`config.mk`:
```
export PLATFORM = sky130hd
export DESIGN_NAME = i2s2pcm_top
export DESIGN_NICKNAME = d
export VERILOG_FILES = /design/src/rtl/i2s2pcm_pkg.sv /design/src/rtl/i2s2pcm_front.sv /design/src/rtl/i2s2pcm_rx.sv /design/src/rtl/i2s2pcm_tx.sv /design/src/rtl/i2s2pcm_top.sv
export SDC_FILE = /design/constraint.sdc
export NUM_CORES = 1
export LEC_CHECK = 0
export ABC_AREA = 1
export ABC_CLOCK_PERIOD_IN_PS = 2130
export CELL_PAD_IN_SITES_DETAIL_PLACEMENT = 1
export CELL_PAD_IN_SITES_GLOBAL_PLACEMENT = 1
export CORE_ASPECT_RATIO = 1.25
export CORE_UTILIZATION = 42
export CTS_BUF_LIST = sky130_fd_sc_hd__clkbuf_4 sky130_fd_sc_hd__clkbuf_8
export DETAILED_ROUTE_END_ITERATION = 8
export DONT_BUFFER_PORTS = 1
export GPL_TIMING_DRIVEN = 0
export PLACE_DENSITY = 0.81
export SYNTH_ARGS = -nofsm -noshare
export SYNTH_HDL_FRONTEND = slang
export SYNTH_SLANG_ARGS = --single-unit
```
`constraint.sdc`:
```
create_clock -name clk -period 2.13 [get_ports clk]
set_clock_uncertainty 0.2 [all_clocks]
set_input_delay 0 -clock clk [delete_from_list [all_inputs] [get_ports clk]]
set_output_delay 0 -clock clk [all_outputs]
set_load 0.005 [all_outputs]
```
`src/rtl/i2s2pcm_pkg.sv`:
```
// Package: shared constants and types for the I2S to dual-line PCM converter.
// Assumes a 64-bit-clock stereo I2S frame (two 32-bit slots).
package i2s2pcm_pkg;
    localparam int SLOT_BITS  = 32;
    localparam int FRAME_BITS = 2 * SLOT_BITS;

    typedef enum logic {
        RATE_FULL = 1'b0,
        RATE_HALF = 1'b1
    } rate_e;
endpackage

```
`src/rtl/i2s2pcm_front.sv`:
```
// Module: input front end. Brings the I2S pins into the system clock domain
// through two flops and flags the bit clock edges.
// Assumes clk is at least four times the I2S bit clock.
module i2s2pcm_front (
    input  logic clk,
    input  logic rst_n,
    input  logic bclk,
    input  logic ws,
    input  logic sd,
    output logic bclk_s,
    output logic ws_s,
    output logic sd_s,
    output logic rise,
    output logic edge_any
);
    logic [2:0] meta_q;
    logic       bclk_p;

    // Two-stage synchroniser for the three pins, plus the previous bit clock.
    always_ff @(posedge clk) begin
        if (!rst_n) begin
            meta_q <= '0;
            bclk_s <= 1'b0;
            ws_s   <= 1'b1;
            sd_s   <= 1'b0;
            bclk_p <= 1'b0;
        end else begin
            meta_q <= {bclk, ws, sd};
            bclk_s <= meta_q[2];
            ws_s   <= meta_q[1];
            sd_s   <= meta_q[0];
            bclk_p <= bclk_s;
        end
    end

    // Edge flags of the synchronised bit clock.
    always_comb begin
        rise     = bclk_s & ~bclk_p;
        edge_any = bclk_s ^ bclk_p;
    end
endmodule

```
`src/rtl/i2s2pcm_rx.sv`:
```
// Module: I2S receiver. Captures the first WORD_W bits of each slot after the
// one-bit delay that follows a word-select change, stages the left word, and
// loads both holding registers together when the matching right word ends.
// Assumes ws low = left channel.
module i2s2pcm_rx #(
    parameter int WORD_W = 24,
    parameter int SLOT_W = 32
) (
    input  logic              clk,
    input  logic              rst_n,
    input  logic              rise,
    input  logic              ws_s,
    input  logic              sd_s,
    output logic              pair_vld,
    output logic [WORD_W-1:0] hold_l,
    output logic [WORD_W-1:0] hold_r
);
    localparam int CW = $clog2(SLOT_W + 1);

    logic              ws_prev;
    logic [CW-1:0]     bit_idx;
    logic [WORD_W-1:0] shreg;
    logic [WORD_W-1:0] left_stage;
    logic              left_ok;
    logic [WORD_W-1:0] word_nxt;

    // Word as it stands once the current bit is shifted in.
    always_comb word_nxt = {shreg[WORD_W-2:0], sd_s};

    // Slot tracking, bit capture and the paired holding-register load.
    always_ff @(posedge clk) begin
        if (!rst_n) begin
            ws_prev    <= 1'b1;
            bit_idx    <= CW'(SLOT_W);
            shreg      <= '0;
            left_stage <= '0;
            left_ok    <= 1'b0;
            pair_vld   <= 1'b0;
            hold_l     <= '0;
            hold_r     <= '0;
        end else begin
            pair_vld <= 1'b0;
            if (rise) begin
                ws_prev <= ws_s;
                if (ws_s != ws_prev) begin
                    bit_idx <= '0;
                end else begin
                    if (bit_idx < CW'(SLOT_W))
                        bit_idx <= bit_idx + 1'b1;
                    if (bit_idx < CW'(WORD_W)) begin
                        shreg <= word_nxt;
                        if (bit_idx == CW'(WORD_W - 1)) begin
                            if (!ws_s) begin
                                left_stage <= word_nxt;
                                left_ok    <= 1'b1;
                            end else if (left_ok) begin
                                hold_l   <= left_stage;
                                hold_r   <= word_nxt;
                                pair_vld <= 1'b1;
                                left_ok  <= 1'b0;
                            end
                        end
                    end
                end
            end
        end
    end
endmodule

```
`src/rtl/i2s2pcm_tx.sv`:
```
// Module: PCM transmitter. Generates the output bit clock (full or half rate),
// shifts both holding words out MSB first on falling output edges, fills the
// tail with zeros and drives the latch strobe.
// Assumes at most one load per output frame.
module i2s2pcm_tx #(
    parameter int WORD_W = 24
) (
    input  logic              clk,
    input  logic              rst_n,
    input  logic              half_rate,
    input  logic              bclk_s,
    input  logic              rise,
    input  logic              edge_any,
    input  logic              load,
    input  logic [WORD_W-1:0] hold_l,
    input  logic [WORD_W-1:0] hold_r,
    output logic              oclk,
    output logic              latch,
    output logic              dat_l,
    output logic              dat_r
);
    import i2s2pcm_pkg::*;

    localparam int BW = $clog2(WORD_W + 2);

    rate_e             rate;
    logic              tick;
    logic              fall_ev;
    logic              go;
    logic              start_pend;
    logic [BW-1:0]     sent;
    logic [WORD_W-1:0] sh_l;
    logic [WORD_W-1:0] sh_r;

    // Output-clock step and falling-edge events for the selected rate.
    always_comb begin
        rate    = rate_e'(half_rate);
        tick    = (rate == RATE_HALF) ? rise : edge_any;
        fall_ev = (rate == RATE_HALF) ? (rise & oclk) : (edge_any & ~bclk_s);
        go      = start_pend | load;
    end

    // Output clock register.
    always_ff @(posedge clk) begin
        if (!rst_n)
            oclk <= 1'b0;
        else if (tick)
            oclk <= (rate == RATE_HALF) ? ~oclk : bclk_s;
    end

    // Word sequencing: start, shift, zero tail and latch strobe.
    always_ff @(posedge clk) begin
        if (!rst_n) begin
            start_pend <= 1'b0;
            sent       <= BW'(WORD_W + 1);
            sh_l       <= '0;
            sh_r       <= '0;
            dat_l      <= 1'b0;
            dat_r      <= 1'b0;
            latch      <= 1'b1;
        end else if (fall_ev) begin
            if (go) begin
                start_pend <= 1'b0;
                dat_l      <= hold_l[WORD_W-1];
                dat_r      <= hold_r[WORD_W-1];
                sh_l       <= hold_l << 1;
                sh_r       <= hold_r << 1;
                sent       <= BW'(1);
            end else if (sent < BW'(WORD_W)) begin
                dat_l <= sh_l[WORD_W-1];
                dat_r <= sh_r[WORD_W-1];
                sh_l  <= sh_l << 1;
                sh_r  <= sh_r << 1;
                sent  <= sent + 1'b1;
                if (sent == BW'(1))
                    latch <= 1'b1;
            end else if (sent == BW'(WORD_W)) begin
                dat_l <= 1'b0;
                dat_r <= 1'b0;
                latch <= 1'b0;
                sent  <= BW'(WORD_W + 1);
            end
        end else if (load) begin
            start_pend <= 1'b1;
        end
    end
endmodule

```
`src/rtl/i2s2pcm_top.sv`:
```
// Module: I2S to dual-line PCM converter top. Chains the front end, the
// receiver with its holding registers and the transmitter, and fans the
// clock and latch out to two pins each.
// Assumes clk is at least four times the I2S bit clock; half_rate is static.
module i2s2pcm_top #(
    parameter int WORD_W = 24,
    parameter int SLOT_W = i2s2pcm_pkg::SLOT_BITS,
    parameter int COPIES = 2
) (
    input  logic clk,
    input  logic rst_n,
    input  logic i2s_bclk,
    input  logic i2s_ws,
    input  logic i2s_sd,
    input  logic half_rate,
    output logic pcm_clk_a,
    output logic pcm_clk_b,
    output logic pcm_lat_a,
    output logic pcm_lat_b,
    output logic pcm_dat_l,
    output logic pcm_dat_r
);
    logic              bclk_s, ws_s, sd_s, rise, edge_any;
    logic              pair_vld;
    logic [WORD_W-1:0] hold_l, hold_r;
    logic              oclk, latch;
    logic [COPIES-1:0] clk_fan, lat_fan;

    i2s2pcm_front u_front (
        .clk(clk), .rst_n(rst_n), .bclk(i2s_bclk), .ws(i2s_ws), .sd(i2s_sd),
        .bclk_s(bclk_s), .ws_s(ws_s), .sd_s(sd_s), .rise(rise), .edge_any(edge_any)
    );

    i2s2pcm_rx #(.WORD_W(WORD_W), .SLOT_W(SLOT_W)) u_rx (
        .clk(clk), .rst_n(rst_n), .rise(rise), .ws_s(ws_s), .sd_s(sd_s),
        .pair_vld(pair_vld), .hold_l(hold_l), .hold_r(hold_r)
    );

    i2s2pcm_tx #(.WORD_W(WORD_W)) u_tx (
        .clk(clk), .rst_n(rst_n), .half_rate(half_rate), .bclk_s(bclk_s),
        .rise(rise), .edge_any(edge_any), .load(pair_vld),
        .hold_l(hold_l), .hold_r(hold_r),
        .oclk(oclk), .latch(latch), .dat_l(pcm_dat_l), .dat_r(pcm_dat_r)
    );

    // Fan the shared clock and latch out to the pin copies.
    for (genvar g = 0; g < COPIES; g++) begin : g_fan
        assign clk_fan[g] = oclk;
        assign lat_fan[g] = latch;
    end

    assign pcm_clk_a = clk_fan[0];
    assign pcm_clk_b = clk_fan[COPIES-1];
    assign pcm_lat_a = lat_fan[0];
    assign pcm_lat_b = lat_fan[COPIES-1];
endmodule

```
# --- After elaboration in Yosys (flattened, before gate mapping) ---
# Index checks and enable logic that the tools add are counted.
totals:
  regBits: 169
  in_bits: 6
  output_inout_bits: 6
classes:
  n_addsub: 2
  n_lt_le_gt_ge: 3
  eq_ne: 6
  n_mux: 24
  bitwise_logic: 15
  n_reduce_logical: 15
op_table:
  columns: ["operator", "count"]
  rows:
  - ["two-way mux 24 bit", 4]
  - ["two-way mux 1 bit", 15]
  - ["two-way mux 5 bit", 3]
  - ["two-way mux 6 bit", 2]
  - ["inverter 1 bit", 10]
  - ["AND reduction 2 bit", 4]
  - ["AND reduction 4 bit", 2]
  - ["nonzero test 2 bit", 4]
  - ["adder 6 x 1 -> 6 bit, second input constant", 1]
  - ["equality test 6 x 5 -> 1 bit, second input constant", 1]
  - ["< comparator 6 x 5 -> 1 bit, second input constant", 1]
  - ["< comparator 6 bit, second input constant", 1]
  - ["AND reduction 6 bit", 1]
  - ["OR reduction 6 bit", 1]
  - ["adder 5 x 1 -> 5 bit, second input constant", 1]
  - ["equality test 5 x 1 -> 1 bit, second input constant", 1]
  - ["equality test 5 bit, second input constant", 1]
  - ["< comparator 5 bit, second input constant", 1]
  - ["AND reduction 5 bit", 1]
  - ["inequality test 2 bit, second input constant", 2]
  - ["AND 1 bit", 3]
  - ["AND reduction 3 bit", 1]
  - ["nonzero test 3 bit", 1]
  - ["inequality test 1 bit", 1]
  - ["other kinds (2)", 2]

# --- Depth between registers and ports, before layout ---
depth:
  ltp_word: 6
  mapped_depth: 11

# --- By module ---
# A second synthesis with hierarchy kept.
hier_totals:
  hier_cells: 1095
  area_unflattened_um2: 7389.6
by_module_without_submodules:
  columns: ["module", "n_inst", "cells_each", "area_each_um2", "seq_area_each_um2"]
  rows:
  - ["i2s2pcm_rx", 1, 594, 4251.6, 2082.0]
  - ["i2s2pcm_tx", 1, 475, 2910.3, 1121.1]
  - ["i2s2pcm_front", 1, 24, 212.7, 140.1]
  - ["i2s2pcm_top", 1, 2, 15.0, 0.0]

# --- Least setup slack after synthesis ---
# OpenSTA, ideal clock, no wires.
synth_timing:
  kind: "register to register"
  from: "reg u_front.ws_s"
  to: "reg u_rx.hold_l[0]"
  setup_ps: 113
  arrival_ps: 1429
  setup_slack_ps: 388
  stages_incl_launch_ff: 9
  path_buffers: 1
  cell_sequence: "dfxtp_1 ha_1 nor2_1 nand4_1 nor2_2 buf_2 nand2_1 nand2_1 nor2_1"
synth_via:
  elab_chain_cells: 3
synth_lines:
  columns: ["element", "line_no", "text"]
  rows:
  - ["start, declared", "i2s2pcm_front.sv:11", "output logic ws_s,"]
  - ["start signal, assigned", "i2s2pcm_front.sv:30", "ws_s <= meta_q[1];"]
  - ["inequality test 1 bit", "i2s2pcm_rx.sv:45", "if (ws_s != ws_prev) begin"]
  - ["inverter 1 bit (no source line)", null, null]
  - ["AND reduction 6 bit (no source line) (*)", null, null]
  - ["end signal, assigned", "i2s2pcm_rx.sv:57", "hold_l <= left_stage;"]
  - ["end, declared", "i2s2pcm_rx.sv:15", "output logic [WORD_W-1:0] hold_l,"]
# Every way passes the cells marked *; elsewhere a longest branch is shown, timed or not.
# A chain may end at the register's enable or synchronous reset.

# --- Worst setup path after layout ---
layout_timing:
  from: "reg u_front.bclk_s"
  to: "reg u_tx.sh_r[2]"
layout_via:
  elab_chain_cells: 4
  elab_cells_between_ends: 7
  cone_classes: "mux: 1; bitwise: 5; reduce/logical: 1"
layout_lines:
  columns: ["element", "line_no", "text"]
  rows:
  - ["start, declared", "i2s2pcm_front.sv:10", "output logic bclk_s,"]
  - ["start signal, assigned", "i2s2pcm_front.sv:29", "bclk_s <= meta_q[2];"]
  - ["AND 1 bit", "i2s2pcm_front.sv:38", "rise = bclk_s & ~bclk_p;"]
  - ["net rise", "i2s2pcm_top.sv:23", "logic bclk_s, ws_s, sd_s, rise, edge_any;"]
  - ["AND 1 bit", "i2s2pcm_tx.sv:39", "fall_ev = (rate == RATE_HALF) ? (rise & oclk) : (edge_any & ~bclk_s);"]
  - ["two-way mux 1 bit", "i2s2pcm_tx.sv:39", null]
  - ["AND reduction 2 bit (no source line)", null, null]
  - ["end signal, assigned", "i2s2pcm_tx.sv:67", "sh_r <= hold_r << 1;"]
  - ["end signal, assigned", "i2s2pcm_tx.sv:73", "sh_r <= sh_r << 1;"]
  - ["end, declared", "i2s2pcm_tx.sv:33", "logic [WORD_W-1:0] sh_r;"]
# The timed path passes the listed nets, and every way through them passes these cells.

==> flow_metrics.env <==
export IMPL_clkLatencyLatePin_ns=0.47
export IMPL_synth_compound_area_share=0.0986
export IMPL_drive_gt1_frac=0.0819
export IMPL_hold_ws_ns=0.235
export IMPL_grt_usage=0.232
export IMPL_min_path_type="reg -> reg"
export IMPL_clk_path_buf_depth=2
export IMPL_p_int_w=0.00445
export IMPL_synth_area_leaders="dfxtp_1, nand2_1, nor2_1"
export IMPL_synth_edf_count=0
export IMPL_drt_iter0_drc=310
export IMPL_syn_area_um2=7200
export IMPL_fin_nets=1123
export IMPL_powerDensity_nw_per_um2=714
export IMPL_first_pass_iters=4
export IMPL_required_ns=2.29
export IMPL_grt_pass1_wl_mm=32.3
export IMPL_antenna_found_initial=0
export IMPL_r2r_setup_slack_ns=0.08
export IMPL_regToRegEndpoint="u_tx.sh_r[2]$_SDFFE_PN0P_"
export IMPL_ant_nets=0
export IMPL_core_area_um2=16800
export IMPL_critPathLaunchType="flop"
export IMPL_hold_viol=0
export IMPL_slowest_stage="dfxtp_2"
export IMPL_num_io_pins=12
export IMPL_synthAdderAreaFrac=0.0122
export IMPL_ys_types=24
export IMPL_grt_max_degree=17
export IMPL_synthMostInstantiatedCell="nand2_1"
export IMPL_first_global_vias=6624
export IMPL_clockRootBuffer="clkbuf_8"
export IMPL_clockPowerShare=0.425
export IMPL_hp_start="u_front.meta_q[0]$_SDFF_PN0_"
export IMPL_rows=53
export IMPL_synth_simple_area_share=0.314
export IMPL_worst_slack_ns=0.0824
export IMPL_worst_pin_slew_ns=0.567
export IMPL_min_to="u_front.sd_s$_SDFF_PN0_"
export IMPL_areaGrowthSynthToFinish_pct=12.2
export IMPL_p_comb_frac=0.030
export IMPL_synth_mux_area_frac=0
export IMPL_fill_cells=2256
export IMPL_end_kind="flop"
export IMPL_dp_hpwl_mm=14.0
export IMPL_syn_nets=1094
export IMPL_gp_congestion=0.805
export IMPL_critical_path_max_fanout=10
export IMPL_htreeDepth=4
export IMPL_yosysTopAreaCellShare=0.464
export IMPL_leakage_nw=3.58
export IMPL_die_area_um2=17700
export IMPL_cts_made_buffers=17
export IMPL_ys_ff_latch=167
export IMPL_syn_avg_cell_area_um2=6.66
export IMPL_status="finished clean"
export IMPL_pwr_share_seq=0.545
export IMPL_drv_slew=0
export IMPL_reg2reg_from="u_front.bclk_s$_SDFF_PN0_"
export IMPL_synth_common_cells="nand2_1, nor2_1, dfxtp_1, inv_1, o21ai_0"
export IMPL_vias=6478
export IMPL_setup_viol=0
export IMPL_dp_slack_ns=-0.285
export IMPL_p_switching_w=0.00131
export IMPL_synth_top_area_cell="dfxtp_1"
export IMPL_critPathMaxStageDelay_ns=0.38
export IMPL_clkSlewWorstSetupHoldPaths_ns=0.09
export IMPL_max_freq_mhz=488
export IMPL_crit_type="reg -> reg"
export IMPL_ys_warn_count=0
export IMPL_port_buffers=0
export IMPL_relSlewSlack=0.622
export IMPL_cts_tree="done"
export IMPL_drc_errors=0
export IMPL_vias_per_cell=4.82
export IMPL_rsz0062_at_grt="true"
export IMPL_ir_drop_mv=0.393
export IMPL_die_w_um=119
export IMPL_async_flop_share=0
export IMPL_syn_inst=1081
export IMPL_maxCapViolCount=0
export IMPL_synth_top_family_by_area="simple AND/OR/NAND/NOR gates"
export IMPL_ys_seq_area_frac=0.464
export IMPL_chipHeight_um=148
export IMPL_crit_arrival_ns=2.21
export IMPL_grt_overflow=0
export IMPL_wirelength_mm=19.2
export IMPL_start_util=0.429
export IMPL_cts_sinks=167
export IMPL_timing_final_crit_share=0.961
export IMPL_worstPathCellList="ha_1 -> clkbuf_4 -> nand3_1 -> nand2_4 -> o21ai_4 -> buf_2 -> nor2_2 -> nor2_1"
export IMPL_synth_xor_area_frac=0.00122
export IMPL_worst_r2r_path_depth=8
export IMPL_finalCriticalPeriod_ns=2.05
export IMPL_diodes=0
export IMPL_p_sw_frac=0.228
export IMPL_wire_per_inst_um=14.3
export IMPL_synthFlopType="dfxtp_1"
export IMPL_min_path_cells=2
-- metal layers --
metal / vias up / wire length, µm / track usage
li1: 3344 / - / -
met1: 3046 / 8850 / 0.281
met2: 57 / 9530 / 0.414
met3: 31 / 408 / 0.0376
met4: 0 / 402 / 0.0797
met5: - / 0 / 0
-- power by group through the flow --
stage | Clock (W) | Sequential, W | Combinational, W
after global routing | 0.00263 | 0.00314 | 0.000194
after global placement | 0 | 0.00321 | 0.000152
after CTS | 0.00250 | 0.00314 | 0.000172
after floorplan | 0 | 0.00321 | 0.000106
final | 0.00245 | 0.00314 | 0.000174
after detailed placement | 0 | 0.00321 | 0.000154
-- timing repair --
item | CTS | global route
hold buffers | 9 | 0
gates resized for setup | 8 | 21
setup buffers | 1 | 0
setup endpoints to repair | 69 | 121
pin swaps | 1 | 1
endpoints found under the hold margin | 55 | 0
-- worst max path at each step --
stage / cells after the start / slack (ns) / startpoint / endpoint
after global routing: 7 / -0.03 / u_front.ws_s$_SDFF_PN1_ / u_rx.left_stage[4]$_SDFFE_PN0P_
after global placement: 8 / -0.23 / u_front.ws_s$_SDFF_PN1_ / u_rx.hold_r[4]$_SDFFE_PN0P_
final: 8 / 0.08 / u_front.bclk_s$_SDFF_PN0_ / u_tx.sh_r[2]$_SDFFE_PN0P_
after floorplan: 8 / 0.39 / u_front.ws_s$_SDFF_PN1_ / u_rx.hold_l[0]$_SDFFE_PN0P_
after CTS: 8 / 0.02 / u_front.ws_s$_SDFF_PN1_ / u_rx.left_ok$_SDFFE_PN0P_
after detailed placement: 8 / -0.29 / u_front.ws_s$_SDFF_PN1_ / u_rx.hold_r[4]$_SDFFE_PN0P_
-- critical path: cells and delay by family, from the launching register on --
kind,cells,cell delay (ns)
flops,1,0.38
compound gates,1,0.14
buf+inv,2,0.45
simple gates,4,0.55
fa+ha+maj,1,0.21
-- stage by stage --
step | cells | setup TNS (ns) | utilization | instance area (µm²) | total power [W]
2_1_floorplan | 1081 | 0 | - | 7200 | 0.00332
4_1_cts | 1343 | 0 | 0.480 | 8050 | 0.00581
6_report | 1343 | 0 | 0.481 | 8080 | 0.00577
3_5_place_dp | 1301 | -6.96 | 0.445 | 7470 | 0.00337
3_3_place_gp | 1301 | -4.18 | 0.445 | 7470 | 0.00336
5_1_grt | 1343 | -0.0451 | 0.481 | 8080 | 0.00596
-- placed cells by master (no fill, tap or decap), types with 2 or more instances in the layout --
master,count
a21oi_1,61
buf_1,9
buf_2,23
buf_4,4
buf_6,6
bufinv_16,3
clkbuf_1,12
clkbuf_2,4
clkbuf_4,8
clkbuf_8,19
clkinv_2,2
clkinv_4,2
dfxtp_1,164
dfxtp_2,3
dlygate4sd3_1,9
ha_1,7
inv_1,118
inv_2,2
inv_6,2
nand2_1,306
nand3_1,43
nor2_1,218
nor2_2,4
nor2_4,2
nor3_1,2
o21ai_0,77
o21ai_1,2
-- cell type report --
| type | count | area, µm² | area share |
|---|---|---|---|
| Sequential cell | 167 | 3350 | 0.414 |
| Multi-Input combinational cell | 729 | 3100 | 0.384 |
| Inverter | 121 | 454 | 0.0562 |
| Buffer | 64 | 364 | 0.0451 |
| Clock buffer | 22 | 284 | 0.0352 |
| Tap cell | 220 | 275 | 0.0341 |
| Clock inverter | 10 | 143 | 0.0177 |
| Timing Repair Buffer | 10 | 110 | 0.0136 |
-- sequential cells by signal, summed over array words and instances (netlist names) --
signal	flops
u_rx.left_stage	24
u_front.bclk_s	1
u_rx.hold_l	24
u_front.bclk_p	1
u_tx.sh_r	23
u_tx.dat_l	1
u_tx.oclk	1
u_rx.pair_vld	1
u_front.meta_q	3
u_front.sd_s	1
u_tx.start_pend	1
u_rx.bit_idx	6
u_tx.sh_l	23
u_rx.shreg	23
u_tx.dat_r	1
u_tx.sent	5
u_front.ws_s	1
u_rx.left_ok	1
u_rx.hold_r	24
u_rx.ws_prev	1
u_tx.latch	1
-- kinds of logic (layout without fill, tap and decap cells) --
kind of cell / Yosys count / in the layout
compound gates: 141 / 141
simple gates: 580 / 580
xor+xnor: 1 / 1
fa+ha+maj: 7 / 7
buf+inv: 185 / 227
flops: 167 / 167
Note: power is estimated with default switching activity, not from simulation.
